File: config.mk
export PLATFORM = sky130hd
export DESIGN_NAME = evt_irq_unit
export DESIGN_NICKNAME = d
export VERILOG_FILES = /design/src/rtl/evt_pkg.sv /design/src/rtl/evt_timer.sv /design/src/rtl/evt_flags.sv /design/src/rtl/evt_irq.sv /design/src/rtl/evt_irq_unit.sv
export SDC_FILE = /design/constraint.sdc
export NUM_CORES = 1
export LEC_CHECK = 0
export ABC_CLOCK_PERIOD_IN_PS = 6050
export BUFFER_PORTS_ARGS = -buffer_cell sky130_fd_sc_hd__buf_2
export CAP_MARGIN = 20
export CORE_MARGIN = 2
export CORE_UTILIZATION = 50
export DETAILED_ROUTE_END_ITERATION = 8
export HOLD_SLACK_MARGIN = 0.02
export PLACE_DENSITY = 0.7
export RECOVER_POWER = 50
export SLEW_MARGIN = 20
export SYNTH_ARGS = -nofsm -noshare
export SYNTH_HDL_FRONTEND = slang
export SYNTH_SLANG_ARGS = --single-unit
File: constraint.sdc
create_clock -name clk -period 6.05 [get_ports clk]
set_clock_uncertainty 0.1 [all_clocks]
set_input_delay 0.3025 -clock clk [delete_from_list [all_inputs] [get_ports clk]]
set_output_delay 0.3025 -clock clk [all_outputs]
set_load 0.01 [all_outputs]
File: src/rtl/evt_pkg.sv
package evt_pkg;
    localparam int NUM_EVT   = 8;
    localparam int EVT_W     = $clog2(NUM_EVT);
    localparam int MODE_W    = 3;
    localparam int EVT_TAKEN = 0;
    localparam int EVT_TIMER = 1;

    typedef enum logic [2:0] {
        OP_NOP     = 3'd0,
        OP_GET     = 3'd1,
        OP_WAIT    = 3'd2,
        OP_WAITDL  = 3'd3,
        OP_SETMODE = 3'd4,
        OP_SETPER  = 3'd5,
        OP_GATE    = 3'd6,
        OP_UNGATE  = 3'd7
    } op_e;
endpackage

File: src/rtl/evt_timer.sv
module evt_timer #(
    parameter int TW = 32
) (
    input  logic          clk,
    input  logic          rst_n,
    input  logic          load_i,
    input  logic [TW-1:0] per_i,
    output logic          tick_o
);
    typedef struct packed {
        logic [TW-1:0] per;
        logic [TW-1:0] cnt;
    } st_t;

    st_t st_q, st_d;

    always_comb begin
        st_d   = st_q;
        tick_o = 1'b0;
        if (load_i) begin
            st_d.per = per_i;
            st_d.cnt = per_i;
        end else if (st_q.per != '0) begin
            if (st_q.cnt <= TW'(1)) begin
                tick_o   = 1'b1;
                st_d.cnt = st_q.per;
            end else begin
                st_d.cnt = st_q.cnt - TW'(1);
            end
        end
    end

    always_ff @(posedge clk or negedge rst_n) begin
        if (!rst_n) st_q <= '0;
        else        st_q <= st_d;
    end

    AST_TMR_WINDOW: assert property (@(posedge clk) disable iff (!rst_n)
        (st_q.per != '0) |-> (st_q.cnt != '0 && st_q.cnt <= st_q.per));
endmodule

File: src/rtl/evt_flags.sv
module evt_flags #(
    parameter int NEVT = 8,
    parameter int SW   = $clog2(NEVT)
) (
    input  logic            clk,
    input  logic            rst_n,
    input  logic [NEVT-1:0] hit_i,
    input  logic            clr_i,
    input  logic [SW-1:0]   sel_i,
    output logic            sel_val_o
);
    typedef struct packed {
        logic [NEVT-1:0] flag;
    } st_t;

    st_t st_q, st_d;

    always_comb begin
        st_d = st_q;
        for (int i = 0; i < NEVT; i++) begin
            if (clr_i && sel_i == SW'(i)) st_d.flag[i] = 1'b0;
            if (hit_i[i])                 st_d.flag[i] = 1'b1;
        end
    end

    assign sel_val_o = st_q.flag[sel_i];

    always_ff @(posedge clk or negedge rst_n) begin
        if (!rst_n) st_q <= '0;
        else        st_q <= st_d;
    end

    AST_SET_WINS: assert property (@(posedge clk) disable iff (!rst_n)
        (hit_i != '0) |=> ((st_q.flag & $past(hit_i)) == $past(hit_i)));

    for (genvar g = 0; g < NEVT; g++) begin : g_hold
        AST_FLAG_STICKY: assert property (@(posedge clk) disable iff (!rst_n)
            (st_q.flag[g] && !(clr_i && sel_i == SW'(g))) |=> st_q.flag[g]);
    end
endmodule

File: src/rtl/evt_irq.sv
module evt_irq #(
    parameter int NCH  = 3,
    parameter int CHW  = $clog2(NCH),
    parameter int NEVT = 8,
    parameter int MW   = 3
) (
    input  logic            clk,
    input  logic            rst_n,
    input  logic [NEVT-1:0] hit_i,
    input  logic            mode_we_i,
    input  logic [CHW-1:0]  mode_ch_i,
    input  logic [MW-1:0]   mode_val_i,
    input  logic            gate_i,
    input  logic            ungate_i,
    input  logic            ack_i,
    output logic            req_o,
    output logic [CHW-1:0]  chan_o,
    output logic            taken_o
);
    typedef struct packed {
        logic [NCH-1:0][MW-1:0] mode;
        logic [NCH-1:0]         pend;
        logic                   open;
        logic                   req;
        logic [CHW-1:0]         chan;
    } st_t;

    st_t  st_q, st_d;
    logic ack_fire;

    assign ack_fire = st_q.req && ack_i;

    always_comb begin
        st_d = st_q;
        if (ack_fire) begin
            st_d.pend[st_q.chan] = 1'b0;
            st_d.req             = 1'b0;
        end
        for (int c = 0; c < NCH; c++) begin
            if (st_q.mode[c] != '0 && hit_i[st_q.mode[c]]) st_d.pend[c] = 1'b1;
        end
        if (mode_we_i) begin
            st_d.mode[mode_ch_i] = mode_val_i;
            st_d.pend[mode_ch_i] = 1'b0;
        end
        if (gate_i)   st_d.open = 1'b0;
        if (ungate_i) st_d.open = 1'b1;
        if (!st_q.req && st_q.open && st_q.pend != '0) begin
            st_d.req = 1'b1;
            for (int c = NCH - 1; c >= 0; c--) begin
                if (st_q.pend[c]) st_d.chan = CHW'(c);
            end
        end
    end

    assign req_o   = st_q.req;
    assign chan_o  = st_q.chan;
    assign taken_o = ack_fire;

    always_ff @(posedge clk or negedge rst_n) begin
        if (!rst_n) begin
            st_q      <= '0;
            st_q.open <= 1'b1;
        end else begin
            st_q <= st_d;
        end
    end

    AST_REQ_HELD: assert property (@(posedge clk) disable iff (!rst_n)
        (st_q.req && !ack_i) |=> (st_q.req && $stable(st_q.chan)));
    AST_GATE_CLOSED: assert property (@(posedge clk) disable iff (!rst_n)
        $rose(st_q.req) |-> $past(st_q.open));

    for (genvar g = 0; g < NCH; g++) begin : g_off
        AST_OFF_QUIET: assert property (@(posedge clk) disable iff (!rst_n)
            (st_q.mode[g] == '0) |-> !st_q.pend[g]);
    end
endmodule

File: src/rtl/evt_irq_unit.sv
module evt_irq_unit
    import evt_pkg::*;
#(
    parameter int TW  = 32,
    parameter int NCH = 3,
    parameter int CHW = $clog2(NCH)
) (
    input  logic               clk,
    input  logic               rst_n,
    input  logic [NUM_EVT-1:0] evt_strobe_i,
    input  logic               cmd_valid_i,
    input  logic [2:0]         cmd_op_i,
    input  logic [EVT_W-1:0]   cmd_sel_i,
    input  logic [TW-1:0]      cmd_data_i,
    input  logic [TW-1:0]      now_i,
    output logic               carry_o,
    output logic               busy_o,
    output logic               done_o,
    output logic               irq_req_o,
    output logic [CHW-1:0]     irq_chan_o,
    input  logic               irq_ack_i
);
    typedef struct packed {
        logic             busy;
        logic             use_dl;
        logic [EVT_W-1:0] sel;
        logic [TW-1:0]    target;
        logic             carry;
        logic             done;
    } st_t;

    st_t                st_q, st_d;
    op_e                op;
    logic               accept;
    logic               tick;
    logic               taken;
    logic [NUM_EVT-1:0] hit;
    logic [EVT_W-1:0]   mux_sel;
    logic               mux_val;
    logic               clr_en;
    logic [TW-1:0]      dl_diff;
    logic               mode_we;

    assign op      = op_e'(cmd_op_i);
    assign accept  = cmd_valid_i && !st_q.busy;
    assign mux_sel = st_q.busy ? st_q.sel : cmd_sel_i;
    assign dl_diff = now_i - st_q.target;
    assign mode_we = accept && op == OP_SETMODE && cmd_sel_i < EVT_W'(NCH);

    always_comb begin
        hit            = evt_strobe_i;
        hit[EVT_TIMER] = evt_strobe_i[EVT_TIMER] | tick;
        hit[EVT_TAKEN] = evt_strobe_i[EVT_TAKEN] | taken;
    end

    evt_timer #(.TW(TW)) u_timer (
        .clk    (clk),
        .rst_n  (rst_n),
        .load_i (accept && op == OP_SETPER),
        .per_i  (cmd_data_i),
        .tick_o (tick)
    );

    evt_flags #(.NEVT(NUM_EVT), .SW(EVT_W)) u_flags (
        .clk       (clk),
        .rst_n     (rst_n),
        .hit_i     (hit),
        .clr_i     (clr_en),
        .sel_i     (mux_sel),
        .sel_val_o (mux_val)
    );

    evt_irq #(.NCH(NCH), .CHW(CHW), .NEVT(NUM_EVT), .MW(MODE_W)) u_irq (
        .clk        (clk),
        .rst_n      (rst_n),
        .hit_i      (hit),
        .mode_we_i  (mode_we),
        .mode_ch_i  (cmd_sel_i[CHW-1:0]),
        .mode_val_i (cmd_data_i[MODE_W-1:0]),
        .gate_i     (accept && op == OP_GATE),
        .ungate_i   (accept && op == OP_UNGATE),
        .ack_i      (irq_ack_i),
        .req_o      (irq_req_o),
        .chan_o     (irq_chan_o),
        .taken_o    (taken)
    );

    always_comb begin
        st_d      = st_q;
        st_d.done = 1'b0;
        clr_en    = 1'b0;
        if (st_q.busy) begin
            if (mux_val) begin
                clr_en     = 1'b1;
                st_d.carry = 1'b0;
                st_d.done  = 1'b1;
                st_d.busy  = 1'b0;
            end else if (st_q.use_dl && !dl_diff[TW-1]) begin
                st_d.carry = 1'b1;
                st_d.done  = 1'b1;
                st_d.busy  = 1'b0;
            end
        end else if (accept) begin
            case (op)
                OP_GET: begin
                    clr_en     = 1'b1;
                    st_d.carry = mux_val;
                    st_d.done  = 1'b1;
                end
                OP_WAIT, OP_WAITDL: begin
                    st_d.busy   = 1'b1;
                    st_d.use_dl = (op == OP_WAITDL);
                    st_d.sel    = cmd_sel_i;
                    st_d.target = cmd_data_i;
                end
                default: ;
            endcase
        end
    end

    always_ff @(posedge clk or negedge rst_n) begin
        if (!rst_n) st_q <= '0;
        else        st_q <= st_d;
    end

    assign carry_o = st_q.carry;
    assign busy_o  = st_q.busy;
    assign done_o  = st_q.done;

    AST_GET_DONE: assert property (@(posedge clk) disable iff (!rst_n)
        (cmd_valid_i && !busy_o && cmd_op_i == 3'd1) |=> done_o);
    AST_PLAIN_WAIT_NO_DL: assert property (@(posedge clk) disable iff (!rst_n)
        ($fell(st_q.busy) && !$past(st_q.use_dl)) |-> !carry_o);
    AST_WAIT_ENDS_DONE: assert property (@(posedge clk) disable iff (!rst_n)
        $fell(st_q.busy) |-> done_o);
endmodule

# Yosys cells after proc, flatten, opt, wreduce, memory -nomap -nowiden
# Cells that the tools add are included.
# word_totals
register_bits,127
latch_bits,0
mem_bits_rw,0
rom_bits,0
inputBits,82
out_inout_bits,6
word_cells,169
n_memories,0
# classes
addsub,2
n_mul,0
n_div,0
n_lt_le_gt_ge,10
n_eq_ne,15
n_shift,0
muxes,63
bitwise,7
n_reduce_logical,49
# ops
operator,n
2-to-1 mux 32 bit,3
2-to-1 mux 39 bit,1
2-to-1 mux 1 bit,38
2-to-1 mux 37 bit,1
<= comparator 32 x 1 -> 1 bit (second input constant),1
nonzero test 32 bit,1
subtractor 32 x 1 -> 32 bit (second input constant),1
subtractor 32 bit,1
nonzero test 2 bit,13
equality test 3 bit (second input constant),8
logical AND 1 bit,23
less-than comparator 3 x 4 -> 1 bit (second input constant),4
2-to-1 mux 3 bit,5
2-to-1 mux 2 bit,7
binary-select mux 1 bit (select 3 bit),4
equality test 3 x 2 -> 1 bit (second input constant),4
nonzero test 3 bit,4
bitwise mux 9 bit,1
AND 3 bit,2
demux 3 bit (select 2 bit),1
equality test 3 x 1 -> 1 bit (second input constant),2
less-than comparator 2 x 3 -> 1 bit (second input constant),2
NOT 3 bit,2
AND reduction 3 bit,2
other kinds (10),15

# Depth between registers and ports, before layout
# depth
depth_word,11
ltp_mapped,11
depth_no_buf,9

# By module
# Synthesis repeated with hierarchy kept, for this count alone.
# unflattened
hier_cells,769
hier_area_um2,7282.0
# by_module_without_submodules
module,n_inst,cells_each,area_per_inst_um2,seq_area_each_um2
evt_timer,1,408,3641.0,1601.5
evt_irq_unit,1,264,2382.3,975.9
evt_irq,1,68,843.3,401.6
evt_flags,1,29,415.4,200.2

# Worst setup path before layout
# Ideal clock, no wire load.
# synth_path
path_type,register to register
start,register u_timer.st_q[14] (netlist bit)
end,register u_timer.st_q[7] (netlist bit)
setup_time_ps,129
arrival_time_ps,2342
required_ps,5821
setup_slack_ps,3479
stages_incl_launch_ff,9
n_path_buf,1
period_less_slack_ps,2571
cell_sequence,dfrtp_1 > or4_4 > or4b_4 > or3_1 > buf_2 > nor2_1 > a211oi_1 > a21oi_1 > o21ai_1
# synth_between
elab_chain_cells,4
# synth_rtl
element,line_no,text
"start, declared",evt_timer.sv:15,"st_t st_q, st_d;"
"start signal, assigned",evt_timer.sv:35,else st_q <= st_d;
<= comparator 32 x 1 -> 1 bit,evt_timer.sv:24,if (st_q.cnt <= TW'(1)) begin
2-to-1 mux 32 bit,evt_timer.sv:24,
2-to-1 mux 32 bit,evt_timer.sv:23,end else if (st_q.per != '0) begin
2-to-1 mux 32 bit,evt_timer.sv:20,if (load_i) begin
# No other way between the ends. The select of a mux whose other input is x is not followed.
# A chain may end at the register's enable or synchronous reset.

==> metrics.cfg <==
[outcome]
status=complete, but fails checks
violations=max-capacitance violations, max-slew violations

[worst_setup_path]
crit_type=input pin to async pin
cp-start-kind=input pin
worstSetupEndpointType=async pin
r2r-end=u_timer.st_q[30]
r2r_start=busy_o
cp_max_fo=69
worstPathRequired_ps=6380
cp.arrival_ps=4210
r2r_slack_ps=2340
reg2regPathDepth=7

[detailed_routing]
wl_mm=18.1
drc_errors=0
drtIter0Drc=378
ant_nets=0
via_count=6191
vias_per_cell=5.66
dr.pass1.iters=5
wl_per_cell_um=16.6

[power]
p_clk_share_pct=35.6
p_seq_share_pct=41.3
worst_ir_drop_vdd_mv=0.223
p_leak_nw=3.79
power_frac_comb_pct=23.1
switching_power_w=0.000957
power_w=0.00307
p_sw_share_pct=31.2
power_density_nw_per_um2=362
internal-power_w=0.00211

[min_path]
hold_path.class=input pin to flip-flop
min_path_cells=3
hold_path_end=st_q[19]
min_from=cmd_data_i[17]

[placed_design]
post_dp_cell_area_sq_um=7700
dp_worst_setup_slack_ps=2900
gp_congestion=0.851
port_buffers=87
dp_hpwl_mm=12.8

[clock_network]
cts_setup_buffers=0
clockBufferDepth=2
cts.clk_slew.worst_paths_ps=50
htreeDepth=4
clk_latency_ps=420
ctsResizeCount=0
numCtsBuffers=17
cts_tree=built
clockRootBuffer=clkbuf_16
cts.sinks=127

[floorplan]
die_area_sq_um=15200
die_x_um=123
row_count=43
core_area_sq_um=13900
initial_core_util_pct=51.2
dieHeight_um=123
io_pins=88

[grt]
grt_overflow_total=0
antenna_found_initial=1
grt_usage_pct=25.1
grt_max_degree=71
grt_first_pass_wirelength_mm=29.3
grt_pass1_vias=5901

[layout]
layout_commonest_cell=nand2_1
fin_area_sq_um=8480
drive_above_1_share_pct=16.4
layout_common_cells=nand2_1 (157), dfrtp_1 (126), o21ai_0 (87)
nets=1013
area_delta_synth_final_pct=18.9

[timing]
fin_setup_tns_ps=0
hold_slack_ps=20.5
setup_viol=0
hold_viol=0
fin_ws_ps=2180
maxSlewHeadroom_pct=-121
fin_crit_sh_pct=64.0
max_freq_ghz=0.258
slew_viol_final=173
worst_pin_slew_ps=3310
period_needed_ps=3870
grt_setup_unrepaired=false

[logic_synthesis]
synth_top_family_by_area=simple AND/OR/NAND/NOR gates
synth_cell_types=64
synth.avg_cell_area_sq_um=8.85
syn-num-nets=920
synthAdderAreaFrac_pct=5.61
synth-seq-area-share_pct=44.6
synth_mux_area_share_pct=5.17
syn_inst=806
synthArstFlopShare_pct=100
ys.flop_type=dfrtp_1
synth-xor-area-share_pct=2.82
ys_ff_latch=127
netlist_area_sq_um=7140
yosysWarnings=0
synth_compound_gate_area_share_pct=16.1
synth_edf_count=0
synth_simple_gate_area_share_pct=21.4

[job]
max_cap_violations=3

-- registers in the layout (all words and copies together) (netlist names) --
signal / count
done_o: 1
u_irq.req_o: 1
u_timer.st_q: 64
busy_o: 1
st_q: 36
carry_o: 1
u_irq.chan_o: 2
u_flags.st_q: 8
u_irq.st_q: 13
-- cells by family after synthesis --
group	Yosys count
muxes	31
xor gates and xnor gates	23
DFF	127
adders and majority gates	32
buffers and inverters	78
AOI/OAI and AO/OA	200
and+or+nand+nor	315
-- stage by stage --
step | util [%] | instances
2_1_floorplan | - | 806
3_3_place_gp | 55.3 | 1044
3_5_place_dp | 55.3 | 1044
4_1_cts | 61.0 | 1092
5_1_grt | 60.9 | 1093
6_report | 60.9 | 1093
-- cell usage after synthesis (5+ instances only) --
library cell,n,area (sq um)
nor4_1,16,100
mux2i_1,11,110
xor2_1,8,70.1
dfrtp_1,126,3150
nand2_1,157,589
mux2_2,17,191
ha_1,32,400
nor3_1,21,105
nor2_1,40,150
a221oi_1,5,43.8
or3_1,11,68.8
nand4_1,16,100
nand2b_1,13,81.3
clkbuf_1,30,113
a21oi_1,56,280
a211oi_1,17,128
inv_1,42,158
xnor2_1,15,131
o21ai_1,5,25.0
o21ai_0,87,435
-- repair_timing --
| action | CTS | global route |
|---|---|---|
| hold buffers | 16 | 0 |
| endpoints found under the hold margin | 74 | 0 |
| endpoints found under the setup margin | 0 | 0 |
-- routing by layer --
layer / GRT usage, % / wire, um / up-vias
met4: 7.17 / 274 / 0
met2: 41.8 / 8810 / 148
met5: 0 / 0 / -
li1: - / - / 3035
met3: 5.03 / 756 / 23
met1: 33.3 / 8300 / 2985
-- critical path, cell delays in order --
cell           delay [ps]
dlygate4sd3_1         520
clkbuf_1             2320
buf_4                 990
-- worst max path at each step --
stage / to / cells after the start / start
2_1_floorplan: u_timer.st_q[7] / 8 / u_timer.st_q[14]
3_3_place_gp: u_irq.st_q[6] / 7 / u_timer.st_q[14]
3_5_place_dp: u_irq.st_q[5] / 7 / u_timer.st_q[25]
4_1_cts: u_irq.st_q[5] / 7 / u_timer.st_q[25]
5_1_grt: u_timer.st_q[15] / 3 / rst_n
6_report: u_timer.st_q[34] / 3 / rst_n
-- layout make-up --
cell class	count	area, sq um
Clock inverter	10	159
Antenna cell	1	2.50
Fill cell	1211	5450
Inverter	42	158
Tap cell	180	225
Sequential cell	127	3180
Multi-Input combinational cell	601	3650
Clock buffer	22	474
Timing Repair Buffer	110	636
-- power by group through the flow --
stage	logic [W]	clock network (W)	registers, W
2_1_floorplan	0.000534	0	0.00121
3_3_place_gp	0.000682	0	0.00127
3_5_place_dp	0.000699	0	0.00127
4_1_cts	0.000715	0.00110	0.00126
5_1_grt	0.000816	0.00115	0.00130
6_report	0.000710	0.00109	0.00127
No activity file was read; power rests on OpenSTA's default activity.
